[config.mk]
export PLATFORM = sky130hd
export DESIGN_NAME = hcif_host_port
export DESIGN_NICKNAME = d
export VERILOG_FILES = /design/src/rtl/hcif_pkg.sv /design/src/rtl/hcif_strobe_sync.sv /design/src/rtl/hcif_cmd_decode.sv /design/src/rtl/hcif_cfg_regs.sv /design/src/rtl/hcif_host_port.sv
export SDC_FILE = /design/constraint.sdc
export NUM_CORES = 1
export LEC_CHECK = 0
export ABC_AREA = 1
export BUFFER_PORTS_ARGS = -buffer_cell sky130_fd_sc_hd__buf_2
export CAP_MARGIN = 5
export CORE_MARGIN = 2
export CORE_UTILIZATION = 45
export DETAILED_ROUTE_END_ITERATION = 12
export GPL_ROUTABILITY_DRIVEN = 1
export GPL_TIMING_DRIVEN = 0
export PLACE_DENSITY = 0.72
export SKIP_CTS_REPAIR_TIMING = 1
export SLEW_MARGIN = 20
export SYNTH_ARGS = -nofsm -noshare
export SYNTH_HDL_FRONTEND = slang
export SYNTH_SLANG_ARGS = --single-unit
[constraint.sdc]
create_clock -name clk -period 1.51 [get_ports clk]
set_input_delay 0.151 -clock clk [delete_from_list [all_inputs] [get_ports clk]]
set_output_delay 0.151 -clock clk [all_outputs]
set_load 0.05 [all_outputs]
[src/rtl/hcif_pkg.sv]
package hcif_pkg;

  localparam int BYTE_W   = 8;
  localparam int NUM_OPTS = 12;
  localparam int OPT_AW   = $clog2(NUM_OPTS);
  localparam int MAX_PAGE = 4;

  // single-bit option slots
  localparam logic [OPT_AW-1:0] OPT_DOUBLER = 4'd0;
  localparam logic [OPT_AW-1:0] OPT_COLMIR  = 4'd1;
  localparam logic [OPT_AW-1:0] OPT_ROWMIR  = 4'd2;
  localparam logic [OPT_AW-1:0] OPT_DISP    = 4'd3;
  localparam logic [OPT_AW-1:0] OPT_DCDC    = 4'd4;
  localparam logic [OPT_AW-1:0] OPT_REG     = 4'd5;
  localparam logic [OPT_AW-1:0] OPT_DIV     = 4'd6;
  localparam logic [OPT_AW-1:0] OPT_CCTL    = 4'd7;
  localparam logic [OPT_AW-1:0] OPT_FAST    = 4'd8;
  localparam logic [OPT_AW-1:0] OPT_BIAS    = 4'd9;
  localparam logic [OPT_AW-1:0] OPT_DUTY    = 4'd10;
  localparam logic [OPT_AW-1:0] OPT_OSC     = 4'd11;

  typedef enum logic [3:0] {
    OP_NONE, OP_PAGE, OP_CONTRAST, OP_COLUMN, OP_SCROLL, OP_ICON,
    OP_ICON_CTR, OP_OPT, OP_STEP, OP_CLR_MAIN, OP_CLR_ICON,
    OP_SAVE, OP_RESTORE
  } op_e;

  typedef struct packed {
    op_e               op;
    logic [OPT_AW-1:0] opt;
  } dec_t;

  typedef struct packed {
    logic [2:0]          page;
    logic [3:0]          contrast;
    logic [6:0]          column;
    logic [4:0]          scroll;
    logic [3:0]          icons;
    logic [1:0]          ictr;
    logic [NUM_OPTS-1:0] opts;
  } cfg_t;

  localparam int CFG_W = $bits(cfg_t);

  localparam cfg_t CFG_RESET = '{page: 3'd0, contrast: 4'd0, column: 7'd0,
                                 scroll: 5'd0, icons: 4'd0, ictr: 2'b10,
                                 opts: '0};

  // prefix-code decode of one command byte
  function automatic dec_t decode_cmd(input logic [BYTE_W-1:0] b);
    dec_t d;
    d.op  = OP_NONE;
    d.opt = '0;
    casez (b)
      8'b1???????: d.op = OP_COLUMN;
      8'b010?????: d.op = OP_SCROLL;
      8'b01100???: d.op = OP_ICON;
      8'b0110100?: begin d.op = OP_OPT; d.opt = OPT_DUTY; end
      8'b0111000?: d.op = OP_STEP;
      8'b0111111?: begin d.op = OP_OPT; d.opt = OPT_OSC; end
      8'b0001????: d.op = OP_CONTRAST;
      8'b00000???: if (int'(b[2:0]) <= MAX_PAGE) d.op = OP_PAGE;
      8'b000011??: d.op = OP_ICON_CTR;
      8'b0010????: begin
        d.op = OP_OPT;
        case (b[3:1])
          3'b000:  d.opt = OPT_DOUBLER;
          3'b001:  d.opt = OPT_COLMIR;
          3'b010:  d.opt = OPT_ROWMIR;
          3'b100:  d.opt = OPT_DISP;
          3'b101:  d.opt = OPT_DCDC;
          3'b110:  d.opt = OPT_REG;
          3'b111:  d.opt = OPT_DIV;
          default: d.op  = OP_NONE;
        endcase
      end
      8'b0011????: begin
        case (b[3:1])
          3'b000:  begin d.op = OP_OPT; d.opt = OPT_CCTL; end
          3'b001:  begin d.op = OP_OPT; d.opt = OPT_FAST; end
          3'b010:  d.op = b[0] ? OP_SAVE : OP_RESTORE;
          3'b011:  d.op = b[0] ? OP_CLR_ICON : OP_CLR_MAIN;
          3'b100:  begin d.op = OP_OPT; d.opt = OPT_BIAS; end
          default: d.op = OP_NONE;
        endcase
      end
      default: d.op = OP_NONE;
    endcase
    return d;
  endfunction

  // wrapping one-level contrast step
  function automatic logic [3:0] contrast_step(input logic [3:0] c, input logic up);
    return up ? c + 4'd1 : c - 4'd1;
  endfunction

endpackage

[src/rtl/hcif_strobe_sync.sv]
module hcif_strobe_sync #(
  parameter int STAGES = 2,
  parameter int W      = 8
) (
  input  logic         clk,
  input  logic         rst_n,
  input  logic         strobe_i,
  input  logic         en_i,
  input  logic         dsel_i,
  input  logic         rd_i,
  input  logic [W-1:0] din_i,
  output logic         fall_o,
  output logic         en_o,
  output logic         dsel_o,
  output logic         rd_o,
  output logic [W-1:0] din_o
);
  localparam int PW = W + 4;

  logic [STAGES-1:0][PW-1:0] pipe_q;
  logic                      last_q;
  logic [PW-1:0]             tail;

  assign tail = pipe_q[STAGES-1];

  always_ff @(posedge clk or negedge rst_n) begin
    if (!rst_n) begin
      pipe_q <= '0;
      last_q <= 1'b0;
    end else begin
      pipe_q <= {pipe_q[STAGES-2:0], {strobe_i, en_i, dsel_i, rd_i, din_i}};
      last_q <= tail[PW-1];
    end
  end

  assign fall_o = last_q & ~tail[PW-1];
  assign en_o   = tail[PW-2];
  assign dsel_o = tail[PW-3];
  assign rd_o   = tail[PW-4];
  assign din_o  = tail[W-1:0];

endmodule

[src/rtl/hcif_cmd_decode.sv]
module hcif_cmd_decode
  import hcif_pkg::*;
(
  input  logic [BYTE_W-1:0] cmd_i,
  output op_e               op_o,
  output logic [OPT_AW-1:0] opt_o
);
  dec_t d;
  always_comb d = decode_cmd(cmd_i);
  assign op_o  = d.op;
  assign opt_o = d.opt;
endmodule

[src/rtl/hcif_cfg_regs.sv]
module hcif_cfg_regs
  import hcif_pkg::*;
(
  input  logic              clk,
  input  logic              rst_n,
  input  logic              wr_i,
  input  op_e               op_i,
  input  logic [OPT_AW-1:0] opt_i,
  input  logic [6:0]        arg_i,
  output cfg_t              cfg_o
);
  cfg_t cfg_q;

  always_ff @(posedge clk or negedge rst_n) begin
    if (!rst_n) begin
      cfg_q <= CFG_RESET;
    end else if (wr_i) begin
      case (op_i)
        OP_PAGE:     cfg_q.page     <= arg_i[2:0];
        OP_CONTRAST: cfg_q.contrast <= arg_i[3:0];
        OP_COLUMN:   cfg_q.column   <= arg_i;
        OP_SCROLL:   cfg_q.scroll   <= arg_i[4:0];
        OP_ICON:     cfg_q.icons[arg_i[2:1]] <= arg_i[0];
        OP_ICON_CTR: cfg_q.ictr     <= arg_i[1:0];
        OP_OPT:      cfg_q.opts[opt_i] <= arg_i[0];
        OP_STEP:     cfg_q.contrast <= contrast_step(cfg_q.contrast, arg_i[0]);
        default:     cfg_q <= cfg_q;
      endcase
    end
  end

  assign cfg_o = cfg_q;
endmodule

[src/rtl/hcif_host_port.sv]
module hcif_host_port
  import hcif_pkg::*;
#(
  parameter int SYNC_STAGES = 2
) (
  input  logic       clk,
  input  logic       rst_n,
  input  logic       hst_strobe,
  input  logic       hst_en,
  input  logic       hst_dsel,
  input  logic       hst_rd,
  input  logic [7:0] hst_din,
  output logic [7:0] hst_dout,
  output logic       hst_oe,
  input  logic [7:0] ram_rd_byte,
  output logic       ram_wr_req,
  output logic [7:0] ram_wr_byte,
  output logic       ram_rd_req,
  output logic       clr_main_req,
  output logic       clr_icon_req,
  output logic       col_save_req,
  output logic       col_restore_req,
  output logic [2:0] page_sel,
  output logic [6:0] column_sel,
  output logic [4:0] scroll_val,
  output logic [3:0] contrast_lvl,
  output logic [3:0] icon_on,
  output logic [1:0] icon_contrast,
  output logic       pump_doubler,
  output logic       col_mirror,
  output logic       row_mirror,
  output logic       display_on,
  output logic       dcdc_on,
  output logic       regulator_on,
  output logic       divider_on,
  output logic       contrast_ctl_on,
  output logic       clk_fast,
  output logic       bias_fifth,
  output logic       duty_half,
  output logic       osc_on
);
  localparam logic [3:0] READ_TAG = 4'b0001;

  logic              fall_s, en_s, dsel_s, rd_s;
  logic [BYTE_W-1:0] din_s;
  op_e               op_w;
  logic [OPT_AW-1:0] opt_w;
  cfg_t              cfg;
  logic [CFG_W-1:0]  cfg_bits;

  // named events for the checker
  logic xfer_evt, cmd_wr_evt, data_wr_evt, data_rd_evt, step_evt, step_up;

  hcif_strobe_sync #(.STAGES(SYNC_STAGES), .W(BYTE_W)) u_sync (
    .clk(clk), .rst_n(rst_n), .strobe_i(hst_strobe), .en_i(hst_en),
    .dsel_i(hst_dsel), .rd_i(hst_rd), .din_i(hst_din),
    .fall_o(fall_s), .en_o(en_s), .dsel_o(dsel_s), .rd_o(rd_s), .din_o(din_s)
  );

  hcif_cmd_decode u_dec (.cmd_i(din_s), .op_o(op_w), .opt_o(opt_w));

  assign xfer_evt    = fall_s & en_s;
  assign cmd_wr_evt  = xfer_evt & ~dsel_s & ~rd_s;
  assign data_wr_evt = xfer_evt &  dsel_s & ~rd_s;
  assign data_rd_evt = xfer_evt &  dsel_s &  rd_s;
  assign step_evt    = cmd_wr_evt & (op_w == OP_STEP);
  assign step_up     = din_s[0];

  hcif_cfg_regs u_regs (
    .clk(clk), .rst_n(rst_n), .wr_i(cmd_wr_evt), .op_i(op_w),
    .opt_i(opt_w), .arg_i(din_s[6:0]), .cfg_o(cfg)
  );

  assign cfg_bits = cfg;

  // request pulses toward the RAM address controller
  always_ff @(posedge clk or negedge rst_n) begin
    if (!rst_n) begin
      ram_wr_req      <= 1'b0;
      ram_rd_req      <= 1'b0;
      ram_wr_byte     <= '0;
      clr_main_req    <= 1'b0;
      clr_icon_req    <= 1'b0;
      col_save_req    <= 1'b0;
      col_restore_req <= 1'b0;
    end else begin
      ram_wr_req      <= data_wr_evt;
      ram_rd_req      <= data_rd_evt;
      clr_main_req    <= cmd_wr_evt & (op_w == OP_CLR_MAIN);
      clr_icon_req    <= cmd_wr_evt & (op_w == OP_CLR_ICON);
      col_save_req    <= cmd_wr_evt & (op_w == OP_SAVE);
      col_restore_req <= cmd_wr_evt & (op_w == OP_RESTORE);
      if (data_wr_evt) ram_wr_byte <= din_s;
    end
  end

  // read path, driven straight from the pins
  assign hst_oe   = hst_en & hst_rd & hst_strobe;
  assign hst_dout = hst_dsel ? ram_rd_byte : {READ_TAG, cfg.contrast};

  assign page_sel        = cfg.page;
  assign column_sel      = cfg.column;
  assign scroll_val      = cfg.scroll;
  assign contrast_lvl    = cfg.contrast;
  assign icon_on         = cfg.icons;
  assign icon_contrast   = cfg.ictr;
  assign pump_doubler    = cfg.opts[OPT_DOUBLER];
  assign col_mirror      = cfg.opts[OPT_COLMIR];
  assign row_mirror      = cfg.opts[OPT_ROWMIR];
  assign display_on      = cfg.opts[OPT_DISP];
  assign dcdc_on         = cfg.opts[OPT_DCDC];
  assign regulator_on    = cfg.opts[OPT_REG];
  assign divider_on      = cfg.opts[OPT_DIV];
  assign contrast_ctl_on = cfg.opts[OPT_CCTL];
  assign clk_fast        = cfg.opts[OPT_FAST];
  assign bias_fifth      = cfg.opts[OPT_BIAS];
  assign duty_half       = cfg.opts[OPT_DUTY];
  assign osc_on          = cfg.opts[OPT_OSC];

endmodule

==> impl_metrics.py, run 1 <==
metrics = {
    "pwr": {
        "leakagePower_uw": 0.002429,
        "irDropWorstVdd_uv": 560.5,
        "powerDensity_nw_per_um2": 1089,
    },
    "critical_path": {
        "path_max_fanout": 7,
        "cpMaxStageDelayCell": "dfrtp_2",
        "worstSetupStartpoint": "u_sync.tail[7]",
        "r2r-end": "u_regs.cfg_o[8]",
        "crit_cells": 13,
        "slowest_delay_ps": 480,
        "endpoint": "u_regs.cfg_o[8]",
        "cp_top_family": "simple AND/OR/NAND/NOR gates",
        "crit_type": "reg -> reg",
        "r2r_cells": 13,
        "critPathArrivalTime_ps": 1970,
        "rr_startpoint": "u_sync.tail[7]",
        "crit_buf_inv": 2,
        "cp_cell_sequence": "inv_4 > nand2_4 > nor2_4 > nand2_4 > nor2_2 > nor2_1 > nand2_2 > nand2_4 > nor2_8 > buf_6 > nand2_1 > nand2_1 > nand2_1",
        "reg2reg_slack_ps": -230,
        "endpoint_kind": "register",
        "cp-start-kind": "register",
        "worstPathRequired_ps": 1740,
    },
    "clock_tree": {
        "clockBufferDepth": 2,
        "ctsHtreeMaxLevel": 3,
        "path_clk_slew_ps": 70,
        "clock_sinks": 76,
        "numCtsBuffers": 9,
        "cts-root-buf": "clkbuf_8",
        "cts_tree": "done",
        "clk_latency_ps": 350,
    },
    "grt": {
        "grtUsageMet1": 0.2585,
        "antenna_found_initial": 0,
        "grt_max_degree": 46,
        "busiest_layer": "met2",
        "gr-total-overflow": 0,
        "grt_pass1_vias": 2630,
        "met3_usage": 0.03756,
        "grt.total_usage": 0.1936,
        "grt_pass1_wl_um": 12560,
        "met2_usage": 0.3066,
    },
    "timing": {
        "tightest_slew_ps": 539.0,
        "min_period_ps": 1739,
        "slew_headroom": 0.6406,
        "hold_viol": 0,
        "max_freq_ghz": 0.5751,
        "setup_viol": 22,
        "finalCritPeriodShare": 1.152,
        "layout_setup_ws_ps": -228.8,
        "clock_skew_ps": 7.674,
        "drv_slew": 0,
        "rsz0062_at_grt": "yes",
    },
    "drt": {
        "num_vias": 2872,
        "via_per_inst": 4.843,
        "drc_errors": 0,
        "postRouteAntennaNets": 0,
        "drtPass1Iterations": 4,
        "drt_iter0_drc": 198,
        "totalWireLength_um": 7716,
        "wl_per_cell_um": 13.01,
    },
    "synthesis": {
        "synth_top_family_by_area": "simple AND/OR/NAND/NOR gates",
        "synth_simple_gate_area_share": 0.2747,
        "seq_area_frac_synth": 0.5600,
        "yosys.area_share.adder": 0.01325,
        "syn_inst": 378,
        "ys_ff_latch": 76,
        "synth-xor-area-share": 0.007732,
        "synth_compound_area_frac": 0.07032,
        "syn-num-nets": 403,
        "synth.yosys.warnings": 0,
        "yosysTopAreaCell": "dfrtp_1",
        "synth_mux_area_frac": 0.006627,
        "synth_area_um2": 3398,
        "netlist.area_leader.share": 0.5523,
        "syn_avg_cell_area_um2": 8.990,
        "synth_cell_type_count": 37,
        "ys_top_cells_by_area": "dfrtp_1 (55%), nand2_1 (12%), o21ai_0 (5.7%), nor2_1 (3.9%), nand3_1 (3.7%)",
    },
    "placed_design": {
        "io_buffers": 81,
        "place_ws_ps": -290.7,
        "place_inst": 559,
        "post-dp-hpwl_um": 5500,
        "dpl-instance-area_um2": 3991,
        "place.gp.congestion": 0.8781,
    },
    "floorplanning": {
        "die_w_um": 90.90,
        "initial_core_util": 0.4660,
        "core_um2": 7292,
        "rows": 31,
        "die_area_um2": 8263,
        "io_pins": 82,
        "die_y_um": 90.90,
    },
    "hold_path": {
        "min_path_type": "in -> async",
    },
    "finish": {
        "fillers": 656,
        "finalNetCount": 514,
        "drive_gt1_frac": 0.4049,
        "syn_to_final_growth_pct": 34.98,
        "finish.utilization": 0.6290,
        "instances_no_fill": 593,
        "multi_input_area_um2": 1434,
        "design_area_um2": 4587,
        "ff_latch_area_um2": 1908,
        "antenna_cells": 0,
    },
    "status": {
        "outcome": "finished with violations",
        "violations": "setup timing",
    },
    "job": {
        "cap_viol_max_count": 0,
    },
}
-- state kept, by name, indices dropped and copies added, names as in the netlist --
signal and count:
u_regs.cfg_o 37, clr_icon_req 1, col_restore_req 1, u_sync.last_q 1
u_sync.tail 12, clr_main_req 1, u_sync.pipe_q 12, ram_rd_req 1
col_save_req 1, ram_wr_req 1, ram_wr_byte 8
-- cell families (layout without fill, tap and decap cells) --
group                      Yosys count  after routing
adders and majority gates            3              3
buffers and inverters               45            161
DFF                                 76             76
muxes                                2              2
xor gates and xnor gates             3              3
AOI/OAI and AO/OA                   46             46
and+or+nand+nor                    203            203
-- power breakdown --
| group | leakage [uW] | total [uW] | internal (uW) | switching, uW |
|---|---|---|---|---|
| clock | 0.000112 | 1740 | 1020 | 722 |
| sequential | 0.000975 | 2250 | 2170 | 79.0 |
| combinational | 0.00134 | 1000 | 267 | 734 |
| total | 0.00243 | 5000 | 3460 | 1540 |
-- cell type report --
class | count | share of cell area
clock buffers | 11 | 0.03301
inverters | 31 | 0.03355
well taps | 99 | 0.02700
repair buffers | 102 | 0.1353
plain buffers | 12 | 0.02428
multi-input cells | 257 | 0.3126
flip-flops and latches | 76 | 0.4160
clock inverters | 5 | 0.01828
-- placed cells by master, fill, tap and decap left out, types with 3 or more instances in the layout --
master	n
a21oi_1	3
buf_2	81
buf_4	7
buf_6	10
clkbuf_8	11
dfrtp_1	71
dfrtp_2	4
dlygate4sd3_1	13
inv_1	18
inv_2	7
nand2_1	95
nand2_2	18
nand2_4	7
nand3_1	23
nand3_2	3
nor2_1	20
nor2_2	18
nor2_4	7
o21ai_0	35
-- layer usage --
| metal | up-vias | routed length (um) |
|---|---|---|
| li1 | 1426 | - |
| met1 | 1350 | 3367 |
| met2 | 83 | 3857 |
| met3 | 13 | 348 |
| met4 | 0 | 142 |
| met5 | - | 0 |
-- worst register-to-register path, stage by stage (launching register included) --
cell and delay (ps):
dfrtp_2 480, inv_4 130, nand2_4 80, nor2_4 130
nand2_4 80, nor2_2 90, nor2_1 60, nand2_2 80
nand2_4 70, nor2_8 150, buf_6 130, nand2_1 50
nand2_1 50, nand2_1 50
-- Yosys cell counts (all sizes together) --
cell type,n
xnor2,2
or2,2
inv,29
o211ai,1
xor2,1
nor3,3
and3,2
clkinv,2
nand3,27
o21ai,39
buf,10
clkbuf,4
ha,2
dfstp,1
mux2,2
nand2,120
fa,1
dfrtp,75
nor2,46
nor4,1
a31oi,2
nand4,2
a21oi,4
-- worst min path at each step --
stage	start	end	slack (ps)	cells after the start
after detailed placement	rst_n	u_sync.pipe_q[11]	110	1
after global routing	rst_n	u_regs.cfg_o[30]	310	2
after CTS	rst_n	u_regs.cfg_o[30]	-270	1
final	rst_n	u_regs.cfg_o[30]	280	2
after global placement	hst_din[1]	u_sync.pipe_q[1]	260	1
after floorplan	rst_n	clr_icon_req	-140	0
-- per-stage QoR --
step / setup TNS, ps / hold slack (ps) / total power, uW
finish: -3271 / 280.5 / 4995
global route: -5733 / 312.7 / 5236
CTS: -6219 / -269.5 / 4973
detailed placement: -5173 / 110.4 / 3220
global placement: -12340 / 259.9 / 3187
floorplan: -475.2 / -144.6 / 2960
Note: power is estimated with default switching activity, not from simulation.
==> run 2, diff against run 1 <==
--- a/config.mk
+++ b/config.mk
@@ -5,15 +5,13 @@
 export SDC_FILE = /design/constraint.sdc
 export NUM_CORES = 1
 export LEC_CHECK = 0
-export ABC_AREA = 1
 export BUFFER_PORTS_ARGS = -buffer_cell sky130_fd_sc_hd__buf_2
 export CAP_MARGIN = 5
-export CORE_MARGIN = 2
 export CORE_UTILIZATION = 45
 export DETAILED_ROUTE_END_ITERATION = 12
 export GPL_ROUTABILITY_DRIVEN = 1
 export GPL_TIMING_DRIVEN = 0
-export PLACE_DENSITY = 0.72
+export PLACE_DENSITY = 0.71
 export SKIP_CTS_REPAIR_TIMING = 1
 export SLEW_MARGIN = 20
 export SYNTH_ARGS = -nofsm -noshare
==> run 2 against run 1 <==
The run still ends with setup timing left. Setup slack worse by 670 ps. Area after synthesis up 2.0%. Count of clock-buffer cells in the layout up 1. Sequential cell count unchanged. Wire length up 11%. Cell count down 14%. Maximum frequency down 28%. Utilization up 5.6 points. Register-to-register slack worse by 670 ps. Synthesized cell count down 26%. Critical path type unchanged. Largest cell class unchanged. Largest power group unchanged.
==> impl_metrics.py, run 2 <==
metrics = {
    "timing": {
        "finalCritPeriodShare": 1.595,
        "setup_viol": 41,
        "layout_setup_ws_ps": -897.7,
        "max_freq_ghz": 0.4153,
        "clock_skew_ps": 9.486,
        "min_period_ps": 2408,
        "fin_hold_ws_ps": 255.0,
        "hold_viol": 0,
        "tightest_slew_ps": 569.9,
        "slew_headroom": 0.6186,
        "drv_slew": 0,
        "rsz0062_at_grt": "yes",
    },
    "clock_tree": {
        "clock_sinks": 76,
        "cts_tree": "done",
        "ctsHtreeMaxLevel": 3,
        "clk_latency_ps": 360,
        "path_clk_slew_ps": 80,
        "numCtsBuffers": 9,
        "cts-root-buf": "clkbuf_8",
        "clockBufferDepth": 2,
    },
    "floorplanning": {
        "die_w_um": 89.75,
        "rows": 31,
        "die_y_um": 89.75,
        "io_pins": 82,
        "die_area_um2": 8054,
        "core_um2": 7331,
        "initial_core_util": 0.4726,
    },
    "drt": {
        "postRouteAntennaNets": 0,
        "totalWireLength_um": 8593,
        "num_vias": 2741,
        "wl_per_cell_um": 16.92,
        "met3_length_um": 487,
        "drt_iter0_drc": 166,
        "drtPass1Iterations": 4,
        "wl_met2_um": 4064,
        "wl_met1_um": 3823,
        "drc_errors": 0,
        "via_per_inst": 5.396,
        "dr.max_layer_used": "met4",
    },
    "pwr": {
        "powerDensity_nw_per_um2": 1026,
        "leakagePower_uw": 0.002352,
        "irDropWorstVdd_uv": 594.3,
        "fin_total_pwr_uw": 5154,
    },
    "synthesis": {
        "synth_cell_type_count": 59,
        "synth_commonest_cells": "dfrtp_1 (75), mux2_2 (41), nand2_1 (15)",
        "synth.yosys.warnings": 0,
        "seq_area_frac_synth": 0.5493,
        "yosysTopAreaCell": "dfrtp_1",
        "netlist.area_leader.share": 0.5417,
        "ys_ff_latch": 76,
        "syn-num-nets": 305,
        "synthArstFlopShare": 1.000,
        "syn_avg_cell_area_um2": 12.37,
        "ys_top_cells_by_area": "dfrtp_1 (54%), mux2_2 (13%), nor4_1 (2.0%), nand2_1 (1.6%), nor3_1 (1.6%)",
        "syn_inst": 280,
        "synth.most_common_cell": "dfrtp_1",
        "synth_area_um2": 3465,
        "synth_edf_count": 0,
        "ys.flop_type": "dfrtp_1",
    },
    "finish": {
        "layout_common_cells": "buf_2 (83), dfrtp_1 (70), mux2_2 (24)",
        "largest_reg_flops": 37,
        "finalNetCount": 429,
        "syn_to_final_growth_pct": 45.03,
        "finish.utilization": 0.6854,
        "drive_gt1_frac": 0.5868,
        "design_area_um2": 5025,
        "mostFrequentLayoutCell": "buf_2",
        "antenna_cells": 0,
    },
    "hold_path": {
        "min_path_type": "in -> async",
    },
    "grt": {
        "grt_pass1_vias": 2412,
        "grt_max_degree": 49,
        "gr-total-overflow": 0,
        "grt.total_usage": 0.1930,
        "antenna_found_initial": 0,
        "grt_pass1_wl_um": 12140,
    },
    "job": {
        "cap_viol_max_count": 0,
    },
    "placed_design": {
        "dpl-instance-area_um2": 4130,
        "place.gp.congestion": 0.8801,
        "place_ws_ps": -1167,
        "post-dp-hpwl_um": 5278,
        "io_buffers": 81,
    },
    "critical_path": {
        "rr_startpoint": "u_sync.tail[1]",
        "endpoint_kind": "register",
        "critPathArrivalTime_ps": 2650,
        "cp-start-kind": "register",
        "crit_type": "reg -> reg",
        "path_max_fanout": 7,
        "reg2reg_slack_ps": -900,
        "worstSetupStartpoint": "u_sync.tail[1]",
        "worstPathRequired_ps": 1750,
        "r2r-end": "u_regs.cfg_o[3]",
        "r2r_cells": 7,
    },
    "status": {
        "outcome": "finished with violations",
        "violations": "setup timing",
    },
}
==> run 2: changes by cell type in the layout (fill, tap and decap cells not counted), moves of 16 or more <==
cell,before,now
mux2_4,0,18
nor2_2,18,2
mux2_2,2,24
nand2_1,95,11
nand3_1,23,2
nor2_1,20,4
o21ai_0,35,2
==> run 2: cell type report <==
| class | count | area (um^2) |
|---|---|---|
| well taps | 99 | 123.9 |
| flip-flops and latches | 76 | 1909 |
| clock inverters | 4 | 47.55 |
| multi-input cells | 181 | 1864 |
| clock buffers | 12 | 155.1 |
| plain buffers | 18 | 162.7 |
| fillers | 513 | 2306 |
| repair buffers | 114 | 747.0 |
| inverters | 4 | 15.01 |
==> run 2: metrics by stage <==
step,setup TNS (ps),cells
after floorplan,-24640,280
after global placement,-45150,460
after detailed placement,-36560,461
after CTS,-37330,477
after global routing,-35710,508
final,-31460,508
==> run 2: power breakdown <==
part           internal (uW)  leakage (uW)  switching, uW  total (uW)
registers               2190      0.000972            102        2290
logic                    435       0.00128            876        1310
clock network            848      0.000102            706        1550
total                   3470       0.00235           1680        5150
==> run 2: kinds of logic after synthesis <==
| group | after synthesis | share of synthesized area |
|---|---|---|
| adder cells (fa/ha/maj) | 3 | 0.01300 |
| XOR/XNOR | 5 | 0.01264 |
| multiplexers | 44 | 0.1426 |
| buffers and inverters | 23 | 0.03539 |
| AND/OR/NAND/NOR | 91 | 0.1560 |
| AO/OA/AOI/OAI | 38 | 0.09101 |
| flip-flops | 76 | 0.5493 |
==> run 2: how the worst max path moves through the flow <==
| stage | endpoint | slack, ps | cells past startpoint |
|---|---|---|---|
| 2_1_floorplan | u_regs.cfg_o[15] | -720 | 8 |
| 3_3_place_gp | u_regs.cfg_o[33] | -1070 | 10 |
| 3_5_place_dp | u_regs.cfg_o[33] | -1170 | 10 |
| 4_1_cts | u_regs.cfg_o[33] | -1180 | 10 |
| 5_1_grt | u_regs.cfg_o[19] | -990 | 8 |
| 6_report | u_regs.cfg_o[3] | -900 | 7 |
==> run 2: critical path, stage by stage, from the launching register on <==
cell      delay [ps]
dfrtp_2          470
or2_1            260
buf_6            120
a221o_1          380
a22oi_4          280
o211ai_4         180
nor4_4           270
mux2_4           320
==> run 2: layer usage <==
metal / vias to the layer above / track usage
li1: 1269 / -
met1: 1324 / 0.2630
met2: 125 / 0.2929
met3: 23 / 0.04146
met4: 0 / 0.09426
met5: - / 0
==> run 3, diff against run 2 <==
--- a/config.mk
+++ b/config.mk
@@ -17,3 +17,4 @@
 export SYNTH_ARGS = -nofsm -noshare
 export SYNTH_HDL_FRONTEND = slang
 export SYNTH_SLANG_ARGS = --single-unit
+export TNS_END_PERCENT = 10
==> run 3 against run 2 <==
The run still ends with setup timing left. Sequential share of layout area up 3.0 points. Clock skew down 4.4 ps. Die area unchanged. Global-route usage about the same. Setup slack better by 9.3 ps. Sequential power about the same. Cell count down 2.6%. Critical path type unchanged. Critical endpoint is now u_regs.cfg_o[10]. Largest power group unchanged. Highest routed layer unchanged.
==> impl_metrics.py, run 3 (synthesis results as in run 2) <==
metrics = {
    "status": {
        "outcome": "finished with violations",
        "violations": "setup timing",
    },
    "clock_tree": {
        "clk_latency_ps": 350,
        "ctsHtreeMaxLevel": 3,
        "cts-root-buf": "clkbuf_8",
        "clockBufferDepth": 2,
        "path_clk_slew_ps": 70,
        "numCtsBuffers": 9,
        "clock_sinks": 76,
        "cts_tree": "done",
    },
    "timing": {
        "max_freq_ghz": 0.4169,
        "clock_skew_ps": 5.114,
        "hold_viol": 0,
        "rsz0062_at_grt": "yes",
        "slew_headroom": 0.6687,
        "drv_slew": 0,
        "layout_setup_ws_ps": -888.4,
        "setup_viol": 41,
        "finalSetupTns_ps": -30890,
        "min_period_ps": 2398,
        "finalCritPeriodShare": 1.588,
        "fin_hold_ws_ps": 284.1,
        "tightest_slew_ps": 496.9,
    },
    "critical_path": {
        "worstPathRequired_ps": 1750,
        "crit_type": "reg -> reg",
        "reg2reg_slack_ps": -890,
        "r2r-end": "u_regs.cfg_o[10]",
        "rr_startpoint": "u_sync.tail[2]",
        "r2r_cells": 8,
        "endpoint_kind": "register",
        "critPathArrivalTime_ps": 2640,
        "cp-start-kind": "register",
        "path_max_fanout": 9,
    },
    "finish": {
        "finish.utilization": 0.6354,
        "antenna_cells": 0,
        "instances_no_fill": 495,
        "design_area_um2": 4658,
        "drive_gt1_frac": 0.5253,
        "fillers": 588,
        "syn_to_final_growth_pct": 34.45,
        "mostFrequentLayoutCell": "buf_2",
        "largest_reg_flops": 37,
        "finalNetCount": 418,
        "layout_common_cells": "buf_2 (82), dfrtp_1 (70), mux2_2 (38)",
    },
    "floorplanning": {
        "die_y_um": 89.75,
        "die_w_um": 89.75,
        "rows": 31,
        "initial_core_util": 0.4726,
        "io_pins": 82,
        "die_area_um2": 8054,
        "core_um2": 7331,
    },
    "grt": {
        "grt_pass1_wl_um": 12290,
        "gr-total-overflow": 0,
        "grt_pass1_vias": 2360,
        "antenna_found_initial": 0,
        "grt_max_degree": 44,
        "grt.total_usage": 0.1932,
    },
    "placed_design": {
        "io_buffers": 81,
        "dpl-instance-area_um2": 4041,
        "place.gp.congestion": 0.8308,
        "place_inst": 461,
        "post-dp-hpwl_um": 5167,
    },
    "pwr": {
        "powerDensity_nw_per_um2": 1049,
        "power_frac_seq": 0.466,
        "intPower_uw": 3229,
        "combPwrFrac": 0.247,
        "p_switching_uw": 1657,
        "leakagePower_uw": 0.002202,
        "irDropWorstVdd_uv": 654.8,
        "p_clk_frac": 0.286,
        "swShare": 0.3390,
    },
    "drt": {
        "num_vias": 2588,
        "postRouteAntennaNets": 0,
        "drt_iter0_drc": 86,
        "drtPass1Iterations": 4,
        "via_per_inst": 5.228,
        "drc_errors": 0,
        "wl_per_cell_um": 15.63,
        "totalWireLength_um": 7737,
    },
    "job": {
        "cap_viol_max_count": 0,
    },
    "hold_path": {
        "min_path_type": "in -> async",
    },
}
==> run 3: layer usage <==
metal | vias up | track usage | wire length [um]
met4 | 0 | 0.08060 | 91
met3 | 13 | 0.04569 | 485
met1 | 1228 | 0.2748 | 3598
met5 | - | 0 | 0
li1 | 1253 | - | -
met2 | 94 | 0.2840 | 3562
==> run 3: critical path, cell delays in order, from the launching register on <==
cell	delay (ps)
dfrtp_1	370
buf_6	130
or2_1	210
buf_6	130
a221o_1	370
a22oi_4	280
o2111ai_4	200
nor3_1	240
mux2_2	360
==> run 3: per-stage QoR <==
step | setup slack (ps) | total power [uW]
3_5_place_dp | -1170 | 3431
2_1_floorplan | -724.4 | 3125
5_1_grt | -987.0 | 5079
6_report | -888.4 | 4886
4_1_cts | -1189 | 4827
3_3_place_gp | -1108 | 3406
==> run 3: final cells by class <==
type                    instances  area [um^2]  share of cell area
inverters                       4        15.01            0.003223
well taps                      99        123.9             0.02659
plain buffers                  18        133.9             0.02874
clock inverters                 3        22.52            0.004835
repair buffers                103        620.6              0.1332
flip-flops and latches         76         1909              0.4099
clock buffers                  11        151.4             0.03250
multi-input cells             181         1682              0.3610
==> run 3: power groups by stage <==
stage	combinational (uW)	clock (uW)	sequential [uW]
after floorplan	412	0	2710
after global placement	1100	0	2310
after detailed placement	1120	0	2310
after CTS	1120	1430	2270
after global routing	1280	1500	2300
final	1210	1400	2280
==> run 3: how the worst max path moves through the flow <==
stage	from	slack, ps	cells after the start	end
6_report	u_sync.tail[2]	-890	8	u_regs.cfg_o[10]
5_1_grt	u_sync.tail[2]	-990	8	u_regs.cfg_o[3]
4_1_cts	u_sync.tail[0]	-1190	10	u_regs.cfg_o[33]
3_5_place_dp	u_sync.tail[0]	-1170	10	u_regs.cfg_o[33]
3_3_place_gp	u_sync.tail[0]	-1110	10	u_regs.cfg_o[33]
2_1_floorplan	u_sync.tail[2]	-720	8	u_regs.cfg_o[15]
